--- src/rtl/btl_xcvr_pkg.sv ---
package btl_xcvr_pkg;
  typedef enum logic [1:0] {
    XCVR_OFF  = 2'd0,
    XCVR_SEND = 2'd1,
    XCVR_RECV = 2'd2
  } xcvr_mode_e;

  function automatic xcvr_mode_e decode_mode(input logic dis, input logic send);
    if (dis)       return XCVR_OFF;
    else if (send) return XCVR_SEND;
    else           return XCVR_RECV;
  endfunction
endpackage

--- src/rtl/xcvr_rst_sync.sv ---
module xcvr_rst_sync #(
  parameter int STAGES = 2
) (
  input  logic clk,
  input  logic rst_n,
  output logic rst_n_sync
);
  localparam int LAST = STAGES - 1;
  logic [LAST:0] sync_q;

  generate
    if (STAGES == 1) begin : g_one
      always_ff @(posedge clk or negedge rst_n) begin
        if (!rst_n) sync_q <= '0;
        else        sync_q <= 1'b1;
      end
    end else begin : g_chain
      always_ff @(posedge clk or negedge rst_n) begin
        if (!rst_n) sync_q <= '0;
        else        sync_q <= {sync_q[LAST-1:0], 1'b1};
      end
    end
  endgenerate

  assign rst_n_sync = sync_q[LAST];
endmodule

--- src/rtl/xcvr_tx_reg.sv ---
module xcvr_tx_reg #(
  parameter int WIDTH = 9
) (
  input  logic             clk,
  input  logic             rst_n,
  input  logic             aclk,
  input  logic             bypass,
  input  logic [WIDTH-1:0] d_in,
  output logic [WIDTH-1:0] d_out
);
  logic             strobe_q, strobe_d;
  logic [WIDTH-1:0] word_q, word_d;
  logic             load_en;

  always_comb begin
    strobe_d = aclk;
    load_en  = aclk & ~strobe_q;
    word_d   = word_q;
    if (load_en) word_d = d_in;
  end

  // strobe history resets high so a strobe already high at reset release does not load
  always_ff @(posedge clk or negedge rst_n) begin
    if (!rst_n) begin
      strobe_q <= 1'b1;
      word_q   <= '0;
    end else begin
      strobe_q <= strobe_d;
      word_q   <= word_d;
    end
  end

  assign d_out = bypass ? d_in : word_q;


  word_hold_chk: assert property (@(posedge clk) disable iff (!rst_n)
    !$rose(aclk) |=> $stable(word_q));
endmodule

--- src/rtl/xcvr_rx_latch.sv ---
module xcvr_rx_latch #(
  parameter int WIDTH = 9
) (
  input  logic             clk,
  input  logic             rst_n,
  input  logic             open_en,
  input  logic [WIDTH-1:0] bus_lvl,
  output logic [WIDTH-1:0] q_out
);
  logic [WIDTH-1:0] held_q, held_d;
  logic [WIDTH-1:0] inv_lvl;

  always_comb begin
    inv_lvl = ~bus_lvl;
    held_d  = held_q;
    if (open_en) held_d = inv_lvl;
  end

  always_ff @(posedge clk or negedge rst_n) begin
    if (!rst_n) held_q <= '0;
    else        held_q <= held_d;
  end

  assign q_out = open_en ? inv_lvl : held_q;


  latch_freeze_chk: assert property (@(posedge clk) disable iff (!rst_n)
    !open_en |=> $stable(held_q));
endmodule

--- src/rtl/xcvr_port_ctl.sv ---
module xcvr_port_ctl
  import btl_xcvr_pkg::*;
#(
  parameter int WIDTH = 9
) (
  input  logic             chip_dis,
  input  logic             xmit,
  input  logic [WIDTH-1:0] send_word,
  output logic [WIDTH-1:0] pull_low,
  output logic [WIDTH-1:0] local_oe
);
  xcvr_mode_e mode;
  logic       send_on, recv_on;

  always_comb begin
    mode    = decode_mode(chip_dis, xmit);
    send_on = (mode == XCVR_SEND);
    recv_on = (mode == XCVR_RECV);
  end

  for (genvar i = 0; i < WIDTH; i++) begin : g_bit
    assign pull_low[i] = send_on & send_word[i];
    assign local_oe[i] = recv_on;
  end


  no_contention_chk: assert final (!((|pull_low) && (|local_oe)));
endmodule

--- src/rtl/btl_latch_xcvr.sv ---
module btl_latch_xcvr #(
  parameter int WIDTH       = 9,
  parameter int SYNC_STAGES = 2
) (
  input  logic             clk,
  input  logic             rst_n,
  input  logic             chip_dis,
  input  logic             xmit,
  input  logic             reg_bypass,
  input  logic             aclk,
  input  logic             latch_en,
  input  logic [WIDTH-1:0] a_in,
  output logic [WIDTH-1:0] a_out,
  output logic [WIDTH-1:0] a_oe,
  input  logic [WIDTH-1:0] b_in,
  output logic [WIDTH-1:0] b_drive_low
);
  logic             rst_n_int;
  logic [WIDTH-1:0] send_word;

  xcvr_rst_sync #(.STAGES(SYNC_STAGES)) rst_i (
    .clk(clk), .rst_n(rst_n), .rst_n_sync(rst_n_int));

  xcvr_tx_reg #(.WIDTH(WIDTH)) tx_i (
    .clk(clk), .rst_n(rst_n_int), .aclk(aclk), .bypass(reg_bypass),
    .d_in(a_in), .d_out(send_word));

  xcvr_rx_latch #(.WIDTH(WIDTH)) rx_i (
    .clk(clk), .rst_n(rst_n_int), .open_en(latch_en),
    .bus_lvl(b_in), .q_out(a_out));

  xcvr_port_ctl #(.WIDTH(WIDTH)) ctl_i (
    .chip_dis(chip_dis), .xmit(xmit), .send_word(send_word),
    .pull_low(b_drive_low), .local_oe(a_oe));


  disable_release_chk: assert property (@(posedge clk) disable iff (!rst_n_int)
    chip_dis |-> (b_drive_low == '0 && a_oe == '0));


  bypass_pass_chk: assert property (@(posedge clk) disable iff (!rst_n_int)
    (!chip_dis && xmit && reg_bypass) |-> (b_drive_low == a_in));


  recv_follow_chk: assert property (@(posedge clk) disable iff (!rst_n_int)
    (!chip_dis && !xmit && latch_en) |-> (a_out == ~b_in));


  recv_release_chk: assert property (@(posedge clk) disable iff (!rst_n_int)
    (!chip_dis && !xmit) |-> (b_drive_low == '0 && a_oe == '1));
endmodule

--- config.mk ---
export PLATFORM = sky130hd
export DESIGN_NAME = btl_latch_xcvr
export DESIGN_NICKNAME = d
export VERILOG_FILES = /design/src/rtl/btl_xcvr_pkg.sv /design/src/rtl/xcvr_rst_sync.sv /design/src/rtl/xcvr_tx_reg.sv /design/src/rtl/xcvr_rx_latch.sv /design/src/rtl/xcvr_port_ctl.sv /design/src/rtl/btl_latch_xcvr.sv
export SDC_FILE = /design/constraint.sdc
export NUM_CORES = 1
export LEC_CHECK = 0
export BUFFER_PORTS_ARGS = -buffer_cell sky130_fd_sc_hd__buf_4
export CORE_UTILIZATION = 40
export CTS_CLUSTER_DIAMETER = 80
export DETAILED_ROUTE_END_ITERATION = 10
export GPL_ROUTABILITY_DRIVEN = 0
export GPL_TIMING_DRIVEN = 0
export PLACE_DENSITY = 0.82
export RECOVER_POWER = 25
export REMOVE_ABC_BUFFERS = 1
export SLEW_MARGIN = 10
export SYNTH_ARGS = -nofsm -noshare
export SYNTH_HDL_FRONTEND = slang
export SYNTH_HIERARCHICAL = 1
export SYNTH_SLANG_ARGS = --single-unit
--- constraint.sdc ---
create_clock -name clk -period 1 [get_ports clk]
set_input_delay 0.1 -clock clk [delete_from_list [all_inputs] [get_ports clk]]
set_output_delay 0.1 -clock clk [all_outputs]
set_load 0.01 [all_outputs]
==> results of run 1 <==
how the worst max path moves through the flow:
| stage | start | endpoint | cells past startpoint |
|---|---|---|---|
| floorplan | chip_dis | a_oe[0] | 1 |
| global placement | tx_i/strobe_q | tx_i/word_q[5] | 2 |
| CTS | tx_i/word_q[6] | b_drive_low[6] | 3 |
| global route | tx_i/word_q[2] | b_drive_low[2] | 3 |
| finish | tx_i/word_q[6] | b_drive_low[6] | 3 |
| detailed placement | tx_i/strobe_q | tx_i/word_q[2] | 2 |
synth_stat cells, drive strengths merged:
cell / number / area (um^2)
buf: 12 / 104
and3b: 9 / 78.8
mux2: 18 / 236
dfrtp: 20 / 500
nor2b: 1 / 13.8
inv: 9 / 33.8
mux2i: 9 / 90.1
dfstp: 1 / 26.3
conb: 1 / 3.75
nor2: 1 / 3.75
final cells by class:
| type | count | area, um^2 | area share |
|---|---|---|---|
| timing repair buffer | 66 | 539 | 0.331 |
| multi-input combinational | 39 | 463 | 0.284 |
| clock inverter | 1 | 5.00 | 0.00307 |
| clock buffer | 3 | 22.5 | 0.0138 |
| sequential | 21 | 527 | 0.324 |
| tap | 30 | 37.5 | 0.0231 |
| inverter | 9 | 33.8 | 0.0208 |
flip-flops by register name (all words and copies together) (netlist names):
register,flops
rx_i/held_q,9
tx_i/word_q,9
rst_i/sync_q,2
tx_i/strobe_q,1
stage by stage:
step | instances | util
after floorplan | 69 | -
after global placement | 150 | 0.558
after detailed placement | 150 | 0.558
after CTS | 165 | 0.632
after global routing | 169 | 0.645
final | 169 | 0.645
critical path: stages, from the launching register on:
cell and delay (ns):
sky130_fd_sc_hd__dfrtp_1 0.40, sky130_fd_sc_hd__mux2_4 0.28, sky130_fd_sc_hd__and3b_1 0.18, sky130_fd_sc_hd__buf_6 0.12
power breakdown:
part	internal (mW)	switching (mW)
sequential	0.945	0.0565
clock	0.149	0.249
combinational	0.409	0.208
logic make-up after synthesis:
family	after synthesis	share of synthesized area
buf+inv	21	0.126
flops	21	0.483
mux	27	0.299
other cells	1	0.00344
simple gates	11	0.0883
placed cells by master, fill, tap and decap left out, types with 2 or more instances in the layout:
cell type and instances:
sky130_fd_sc_hd__mux2i_1 8, sky130_fd_sc_hd__inv_1 9, sky130_fd_sc_hd__dlygate4sd3_1 2, sky130_fd_sc_hd__clkbuf_4 3
sky130_fd_sc_hd__mux2_4 17, sky130_fd_sc_hd__buf_6 9, sky130_fd_sc_hd__and3b_1 9, sky130_fd_sc_hd__clkbuf_1 2
sky130_fd_sc_hd__dfrtp_1 20, sky130_fd_sc_hd__buf_4 52
per-layer routing:
layer  vias up  track usage
met4         0       0.0641
met1       372        0.174
met5         -            0
met3         2       0.0417
met2        41        0.268
li1        373            -
timing repair:
action	4_1_cts	5_1_grt
endpoints found under the hold margin	4	0
setup buffers	9	5
setup endpoints to repair	27	36
resized for setup	16	3
pin swaps	9	0
hold buffers	2	0
==> results.cfg, run 1 <==
[die]
floorplan.initialDensity = 0.433
core_area_um2 = 2520
die_h_um = 54.2
fp.dieArea_um2 = 2940
io_pins = 52
core.rowCount = 18
die_width_um = 54.2

[clock_tree]
cts_root_buffer = sky130_fd_sc_hd__clkbuf_4
worst_skew_pair.late_latency_ns = 0.29
clock_sink_count = 21
cts-buffers-inserted = 3
total_number_of_h_tree_levels = 1
clk_transition_reported_paths_ns = 0.11
clock_tree.buffer_depth = 2
cts_tree = yes

[route]
routed.top_layer = met4
met2WireLength_um = 1050
drt_pass1_iterations = 2
drt_wl_total_um = 2090
wire_per_inst_um = 12.4
drt-vias-per-instance = 4.66
vias = 788
drc_errors = 0
wl_met3_um = 175
ant_nets = 0
detail_route.iter0.violations = 1
routedLengthMet1_um = 850

[finish]
layout.cell_area.non_filler_um2 = 1630
post_route_cells_drive_above_1_share = 0.633
ant_cells = 0
area.growth.synth_to_final_pct = 49.2
design.final.nets = 165
fillCellCount = 198

[setup_path]
arrival_ns = 1.27
setup.worst_path.end_class = output port
cp_max_fo = 2
critPathRequiredTime_ns = 0.90
reg2reg_setup_slack_ns = -0.14
r2r_end = tx_i/word_q[2]
crit_type = flip-flop to output port
timing.critical_path.from_type = flip-flop
rr_startpoint = tx_i/strobe_q
ff2ff_path_depth = 3

[synthesis]
yosys_warnings = 6
yosys.cell_types.count = 14
synth.cell_area_um2 = 1090
synth-seq-area-share = 0.483
synth_seq_cells = 21
syn_avg_cell_area_um2 = 13.5
postSynthCellCount = 81

[timing]
worstMarginPinSlew_ns = 0.741
max_slew_margin = 0.506
final_critical_path_time_including_i_o_delays_and_setup_ns = 1.37
smallest_setup_slack_after_layout_ns = -0.370
timing.hold.ws_ns = 0.0365
final-hold-violation-count = 0
post_route_setup_tns_ns = -5.31
clock_tree_skew_after_final_layout_ns = 0.000774
maxSlewViolCount = 0
final_setup_viols = 27
final_min_period_over_clock_period = 1.37
grt_setup_unrepaired = yes
timing.fmax_mhz = 730

[min_path]
timing.hold.worst.class = input port to flip-flop
timing.hold.worst.start = a_in[1]
timing.hold.worst_path_depth = 2
worst_hold_path.endpoint = tx_i/word_q[1]

[run_status]
status = complete, but fails checks
failed_checks = negative setup slack

[place]
dpl_cell_area_um2 = 1410
post-dp-hpwl_um = 1440
worst_setup_slack_before_clock_tree_synthesis_ns = -0.155
buffer_ports.inserted = 51

[grt]
antenna_found_initial = 0
grt_use_total = 0.153
vias_in_the_first_global_route = 729
remaining_global_route_overflow = 0
first_pass_grt_wire_length_um = 3170
grt_start_max_net_pins = 20

[power_and_ir_drop]
vdd_ir_drop_max_v = 0.000850
final_power_mw = 2.02
power.density_nw_per_um2 = 1240
cellLeakagePower_nw = 0.902

[job]
drv.max_cap_violation_count = 0
(Power assumes the default switching activity.)
==> run 2: changes to the inputs <==
--- a/config.mk
+++ b/config.mk
@@ -7,7 +7,8 @@
 export LEC_CHECK = 0
 export BUFFER_PORTS_ARGS = -buffer_cell sky130_fd_sc_hd__buf_4
 export CORE_UTILIZATION = 40
-export CTS_CLUSTER_DIAMETER = 80
+export CTS_BUF_LIST = sky130_fd_sc_hd__clkbuf_16
+export CTS_CLUSTER_DIAMETER = 40
 export DETAILED_ROUTE_END_ITERATION = 10
 export GPL_ROUTABILITY_DRIVEN = 0
 export GPL_TIMING_DRIVEN = 0
==> run 2 against run 1 <==
Net effect: the run still ends with negative setup slack left; die area unchanged; hold slack improved by 0.054 ns; sequential power is essentially flat; sequential share of layout area decreased by 1.0 points; via count up 0.13%; register-to-register slack about the same; clock power grew 110%; global-route usage is 0.36 points higher; design area grew 3.2%; first-iteration DRC count down 100%; non-clock buffer count is the same; critical path type unchanged.
==> results.cfg, run 2 (synthesis results as in run 1) <==
[run_status]
status = complete, but fails checks
failed_checks = negative setup slack

[timing]
worstMarginPinSlew_ns = 0.747
grt_setup_unrepaired = yes
smallest_setup_slack_after_layout_ns = -0.307
final_critical_path_time_including_i_o_delays_and_setup_ns = 1.31
timing.hold.ws_ns = 0.0909
final_setup_viols = 25
timing.fmax_mhz = 765
maxSlewViolCount = 0
post_route_setup_tns_ns = -4.00
clock_tree_skew_after_final_layout_ns = 0.000910
final_min_period_over_clock_period = 1.31
max_slew_margin = 0.502
final-hold-violation-count = 0

[die]
die_h_um = 54.2
io_pins = 52
core_area_um2 = 2520
core.rowCount = 18
die_width_um = 54.2
fp.dieArea_um2 = 2940
floorplan.initialDensity = 0.433

[finish]
layout_commonest_cell = sky130_fd_sc_hd__buf_4
multiInputGateArea_um2 = 463
post_route_cells_drive_above_1_share = 0.633
final_cell_count_without_fillers = 169
design.final.nets = 165
fillCellCount = 197
storage_cell_area_um2 = 527
most-common-layout-cells = 52 x sky130_fd_sc_hd__buf_4, 20 x sky130_fd_sc_hd__dfrtp_1, 17 x sky130_fd_sc_hd__mux2_4
area.growth.synth_to_final_pct = 54.0
largest_registers = rx_i/held_q x9, tx_i/word_q x9, rst_i/sync_q x2
ant_cells = 0

[setup_path]
critPathRequiredTime_ns = 0.90
r2r_end = tx_i/word_q[2]
critPathMaxStageDelay_ns = 0.38
timing.critical_path.from_type = flip-flop
arrival_ns = 1.21
worstSetupPathDepth = 3
critical_path_buf_inv_count = 1
crit_type = flip-flop to output port
setup.worst_path.end_class = output port
rr_startpoint = tx_i/strobe_q
critical_path.startpoint = tx_i/word_q[8]
cp_max_fo = 2
cell_by_cell_listing_of_the_critical_path = mux2_4 > and3b_1 > buf_6
worst_path_max_delay_cell = sky130_fd_sc_hd__dfrtp_1
reg2reg_setup_slack_ns = -0.13
crit_path_end = b_drive_low[8]
ff2ff_path_depth = 3
worst_path_dominant_cell_family = flip-flops

[min_path]
timing.hold.worst.class = input port to flip-flop

[route]
drt_wl_total_um = 2120
drt_pass1_iterations = 1
ant_nets = 0
drc_errors = 0
detail_route.iter0.violations = 0
vias = 789
wire_per_inst_um = 12.6
drt-vias-per-instance = 4.67

[grt]
grt_start_max_net_pins = 20
antenna_found_initial = 0
remaining_global_route_overflow = 0
vias_in_the_first_global_route = 752
grt_use_total = 0.157
first_pass_grt_wire_length_um = 3230

[clock_tree]
cts-buffers-inserted = 3
total_number_of_h_tree_levels = 1
clk_transition_reported_paths_ns = 0.06
clock_tree.buffer_depth = 2
clock_sink_count = 21
worst_skew_pair.late_latency_ns = 0.25
cts_tree = yes
cts_root_buffer = sky130_fd_sc_hd__clkbuf_16

[place]
buffer_ports.inserted = 51
worst_setup_slack_before_clock_tree_synthesis_ns = -0.155
dpl.cell_count = 150
post-dp-hpwl_um = 1440

[power_and_ir_drop]
cellLeakagePower_nw = 0.925
power.density_nw_per_um2 = 1450
vdd_ir_drop_max_v = 0.000932
final_power_mw = 2.44

[job]
drv.max_cap_violation_count = 0
-- run 2: how the worst min path moves through the flow --
stage            start               to  slack [ns]  cells past startpoint
2_1_floorplan    rst_n  rst_i/sync_q[0]       -0.20                      0
3_3_place_gp     rst_n  rst_i/sync_q[0]       -0.12                      1
3_5_place_dp     rst_n  rst_i/sync_q[1]       -0.12                      1
4_1_cts        b_in[2]   rx_i/held_q[2]        0.06                      2
5_1_grt        a_in[1]   tx_i/word_q[1]        0.09                      2
6_report       a_in[1]   tx_i/word_q[1]        0.09                      2
-- run 2: power by group --
group	leakage, nW	internal [mW]	switching [mW]
logic	0.640	0.409	0.208
registers	0.244	0.948	0.0562
clock network	0.0409	0.536	0.287
-- run 2: layout make-up --
cell class / count / area share
inverter: 9 / 0.0201
sequential: 21 / 0.313
tap: 30 / 0.0223
timing repair buffer: 66 / 0.321
clock buffer: 3 / 0.0447
multi-input combinational: 39 / 0.276
clock inverter: 1 / 0.00298
-- run 2: timing repair --
item	CTS	global route
pin swaps	9	0
endpoints found under the setup margin	27	36
setup buffers	9	5
hold buffers	2	0
resized for setup	16	3
endpoints found under the hold margin	3	0
-- run 2: metrics by stage --
| stage | util | cell area, um^2 |
|---|---|---|
| 2_1_floorplan | - | 987 |
| 3_3_place_gp | 0.558 | 1410 |
| 3_5_place_dp | 0.558 | 1410 |
| 4_1_cts | 0.653 | 1650 |
| 5_1_grt | 0.666 | 1680 |
| 6_report | 0.666 | 1680 |
-- run 2: routing by layer --
layer  routed length [um]  part of all wire  GRT usage
met1                  838              0.40      0.171
met2                 1100              0.52      0.285
met3                  174             0.082     0.0417
met5                    0                 0          0
met4                   12            0.0057     0.0641
==> run 3: changes to the inputs <==
--- a/config.mk
+++ b/config.mk
@@ -5,6 +5,7 @@
 export SDC_FILE = /design/constraint.sdc
 export NUM_CORES = 1
 export LEC_CHECK = 0
+export ABC_AREA = 1
 export BUFFER_PORTS_ARGS = -buffer_cell sky130_fd_sc_hd__buf_4
 export CORE_UTILIZATION = 40
 export CTS_BUF_LIST = sky130_fd_sc_hd__clkbuf_16
@@ -12,9 +13,10 @@
 export DETAILED_ROUTE_END_ITERATION = 10
 export GPL_ROUTABILITY_DRIVEN = 0
 export GPL_TIMING_DRIVEN = 0
-export PLACE_DENSITY = 0.82
+export PLACE_DENSITY = 0.81
 export RECOVER_POWER = 25
 export REMOVE_ABC_BUFFERS = 1
+export SKIP_LAST_GASP = 1
 export SLEW_MARGIN = 10
 export SYNTH_ARGS = -nofsm -noshare
 export SYNTH_HDL_FRONTEND = slang
==> run 3 against run 2 <==
Net effect: the flow still finishes with violations (negative setup slack); register-to-register slack better by 0.21 ns; critical path depth up 2; design area down 6.9%; maximum frequency grew 17%; clock skew rose by 0.00053 ns; die area up 1.1%; power shrank 6.7%; core utilization fell by 5.1 points; synthesized area rose by 1.1%; clock power decreased by 0.5%; synthesized cell count increased by 84%; critical endpoint is now b_drive_low[2]; highest routed layer unchanged.
==> results.cfg, run 3 <==
[setup_path]
rr_startpoint = tx_i/strobe_q
r2r_end = tx_i/word_q[0]
ff2ff_path_depth = 4
timing.critical_path.from_type = flip-flop
setup.worst_path.end_class = output port
cp_max_fo = 2
critPathRequiredTime_ns = 0.90
reg2reg_setup_slack_ns = 0.08
arrival_ns = 1.01
critical_path.startpoint = tx_i/word_q[2]
crit_type = flip-flop to output port

[run_status]
failed_checks = negative setup slack
status = complete, but fails checks

[grt]
first_pass_grt_wire_length_um = 3360
grt_use_total = 0.157
vias_in_the_first_global_route = 801
remaining_global_route_overflow = 0
antenna_found_initial = 0
grt_start_max_net_pins = 20

[clock_tree]
cts_tree = yes
cts-buffers-inserted = 3
worst_skew_pair.late_latency_ns = 0.25
clock_sink_count = 21
clk_transition_reported_paths_ns = 0.06
total_number_of_h_tree_levels = 1
cts_root_buffer = sky130_fd_sc_hd__clkbuf_16
clock_tree.buffer_depth = 2

[timing]
final_critical_path_time_including_i_o_delays_and_setup_ns = 1.11
clock_tree_skew_after_final_layout_ns = 0.00143
grt_setup_unrepaired = yes
final_setup_viols = 10
max_slew_margin = 0.510
maxSlewViolCount = 0
final-hold-violation-count = 0
final_min_period_over_clock_period = 1.11
timing.fmax_mhz = 897
smallest_setup_slack_after_layout_ns = -0.115
worstMarginPinSlew_ns = 0.735
post_route_setup_tns_ns = -0.832

[synthesis]
asyncSetResetFlopFracSynth = 1.00
synth.area.top_cells = sky130_fd_sc_hd__dfrtp_1 45%, sky130_fd_sc_hd__nand2_1 18%, sky130_fd_sc_hd__inv_1 9.5%
post-synth-top-area-fraction = 0.454
post-synth-top-count-cell = sky130_fd_sc_hd__nand2_1
synth_edf_count = 0
synth_commonest_cells = 54 x sky130_fd_sc_hd__nand2_1, 28 x sky130_fd_sc_hd__inv_1, 20 x sky130_fd_sc_hd__dfrtp_1
synth_seq_cells = 21
yosys.cell_types.count = 15
synth.cell_area_um2 = 1100
syn_avg_cell_area_um2 = 7.41
yosys_warnings = 6
synthFlopType = sky130_fd_sc_hd__dfrtp_1
postSynthCellCount = 149
synth-seq-area-share = 0.477
post-synth-top-area-cell = sky130_fd_sc_hd__dfrtp_1

[route]
drt-vias-per-instance = 4.33
vias = 984
detail_route.iter0.violations = 9
met2WireLength_um = 951
routed.top_layer = met4
ant_nets = 0
drt_pass1_iterations = 4
wl_met3_um = 236
drt_wl_total_um = 2180
wire_per_inst_um = 9.58
routedLengthMet1_um = 981
drc_errors = 0

[power_and_ir_drop]
netSwitchingPower_mw = 0.566
final_power_mw = 2.28
internal-power_mw = 1.72
vdd_ir_drop_max_v = 0.00114
clock_power_share = 0.359
power.sequential.fraction = 0.430
cellLeakagePower_nw = 0.933
switching_share = 0.248
p_comb_frac = 0.211
power.density_nw_per_um2 = 1460

[die]
die_width_um = 54.5
fp.dieArea_um2 = 2970
floorplan.initialDensity = 0.434
io_pins = 52
die_h_um = 54.5
core_area_um2 = 2540
core.rowCount = 18

[finish]
largest_registers = rx_i/held_q x9, tx_i/word_q x9, rst_i/sync_q x2
most-common-layout-cells = 53 x sky130_fd_sc_hd__nand2_1, 47 x sky130_fd_sc_hd__buf_4, 29 x sky130_fd_sc_hd__inv_1
final_util = 0.615
area.growth.synth_to_final_pct = 41.8
design.final.nets = 223
post_route_cells_drive_above_1_share = 0.335
ant_cells = 0
layout_commonest_cell = sky130_fd_sc_hd__nand2_1

[min_path]
timing.hold.worst_path_depth = 3
worst_hold_path.endpoint = tx_i/word_q[7]
timing.hold.worst.start = a_in[7]
timing.hold.worst.class = input port to flip-flop

[place]
worst_setup_slack_before_clock_tree_synthesis_ns = 0.0826
buffer_ports.inserted = 51
post-dp-hpwl_um = 1500

[job]
drv.max_cap_violation_count = 0
## run 3: worst max path at each step
| stage | to | slack [ns] | depth (start not counted) |
|---|---|---|---|
| global route | b_drive_low[3] | -0.22 | 5 |
| floorplan | a_oe[0] | -0.33 | 1 |
| CTS | b_drive_low[3] | -0.11 | 5 |
| detailed placement | a_oe[7] | 0.08 | 3 |
| global placement | tx_i/word_q[8] | 0.11 | 4 |
| finish | b_drive_low[2] | -0.11 | 5 |
## run 3: cells by family after synthesis
family,share of synthesized area
and+or+nand+nor,0.274
buffers and inverters,0.201
other,0.00340
DFF,0.477
AOI/OAI and AO/OA,0.0442
## run 3: routing by layer
metal / vias up / track usage
met2: 47 / 0.266
met1: 414 / 0.188
met3: 2 / 0.0417
li1: 521 / -
met5: - / 0
met4: 0 / 0.0641
## run 3: timing repair
action	in CTS	in global routing
endpoints found under the hold margin	2	0
setup endpoints to repair	10	25
pin swaps	9	13
gates resized for setup	8	12
hold buffers	1	0
buffers inserted	0	5
## run 3: power groups by stage
stage	registers (mW)	logic [mW]	clock network, mW
2_1_floorplan	0.986	0.201	0
3_3_place_gp	0.994	0.420	0
3_5_place_dp	0.996	0.427	0
4_1_cts	0.982	0.441	0.839
5_1_grt	0.990	0.543	0.878
6_report	0.980	0.482	0.818
## run 3: stage by stage
| stage | hold slack, ns | instance area (um^2) | cells |
|---|---|---|---|
| after floorplan | -0.196 | 995 | 136 |
| after global placement | -0.117 | 1420 | 217 |
| after detailed placement | -0.117 | 1420 | 217 |
| after CTS | 0.0229 | 1510 | 222 |
| after global routing | 0.104 | 1570 | 227 |
| final | 0.0935 | 1570 | 227 |
## run 3: critical path: stages, from the launching register on
cell and delay [ns]:
sky130_fd_sc_hd__dfrtp_1 0.34, sky130_fd_sc_hd__inv_1 0.04, sky130_fd_sc_hd__o21ai_1 0.11, sky130_fd_sc_hd__inv_1 0.05, sky130_fd_sc_hd__nor2_1 0.10, sky130_fd_sc_hd__buf_4 0.13
## run 3: final cells by class
class,count,area (um^2)
inverters,30,113
multi-input cells,85,364
clock buffers,3,75.1
repair buffers,57,445
clock inverters,1,3.75
flip-flops and latches,21,527
fillers,242,980
well taps,30,37.5
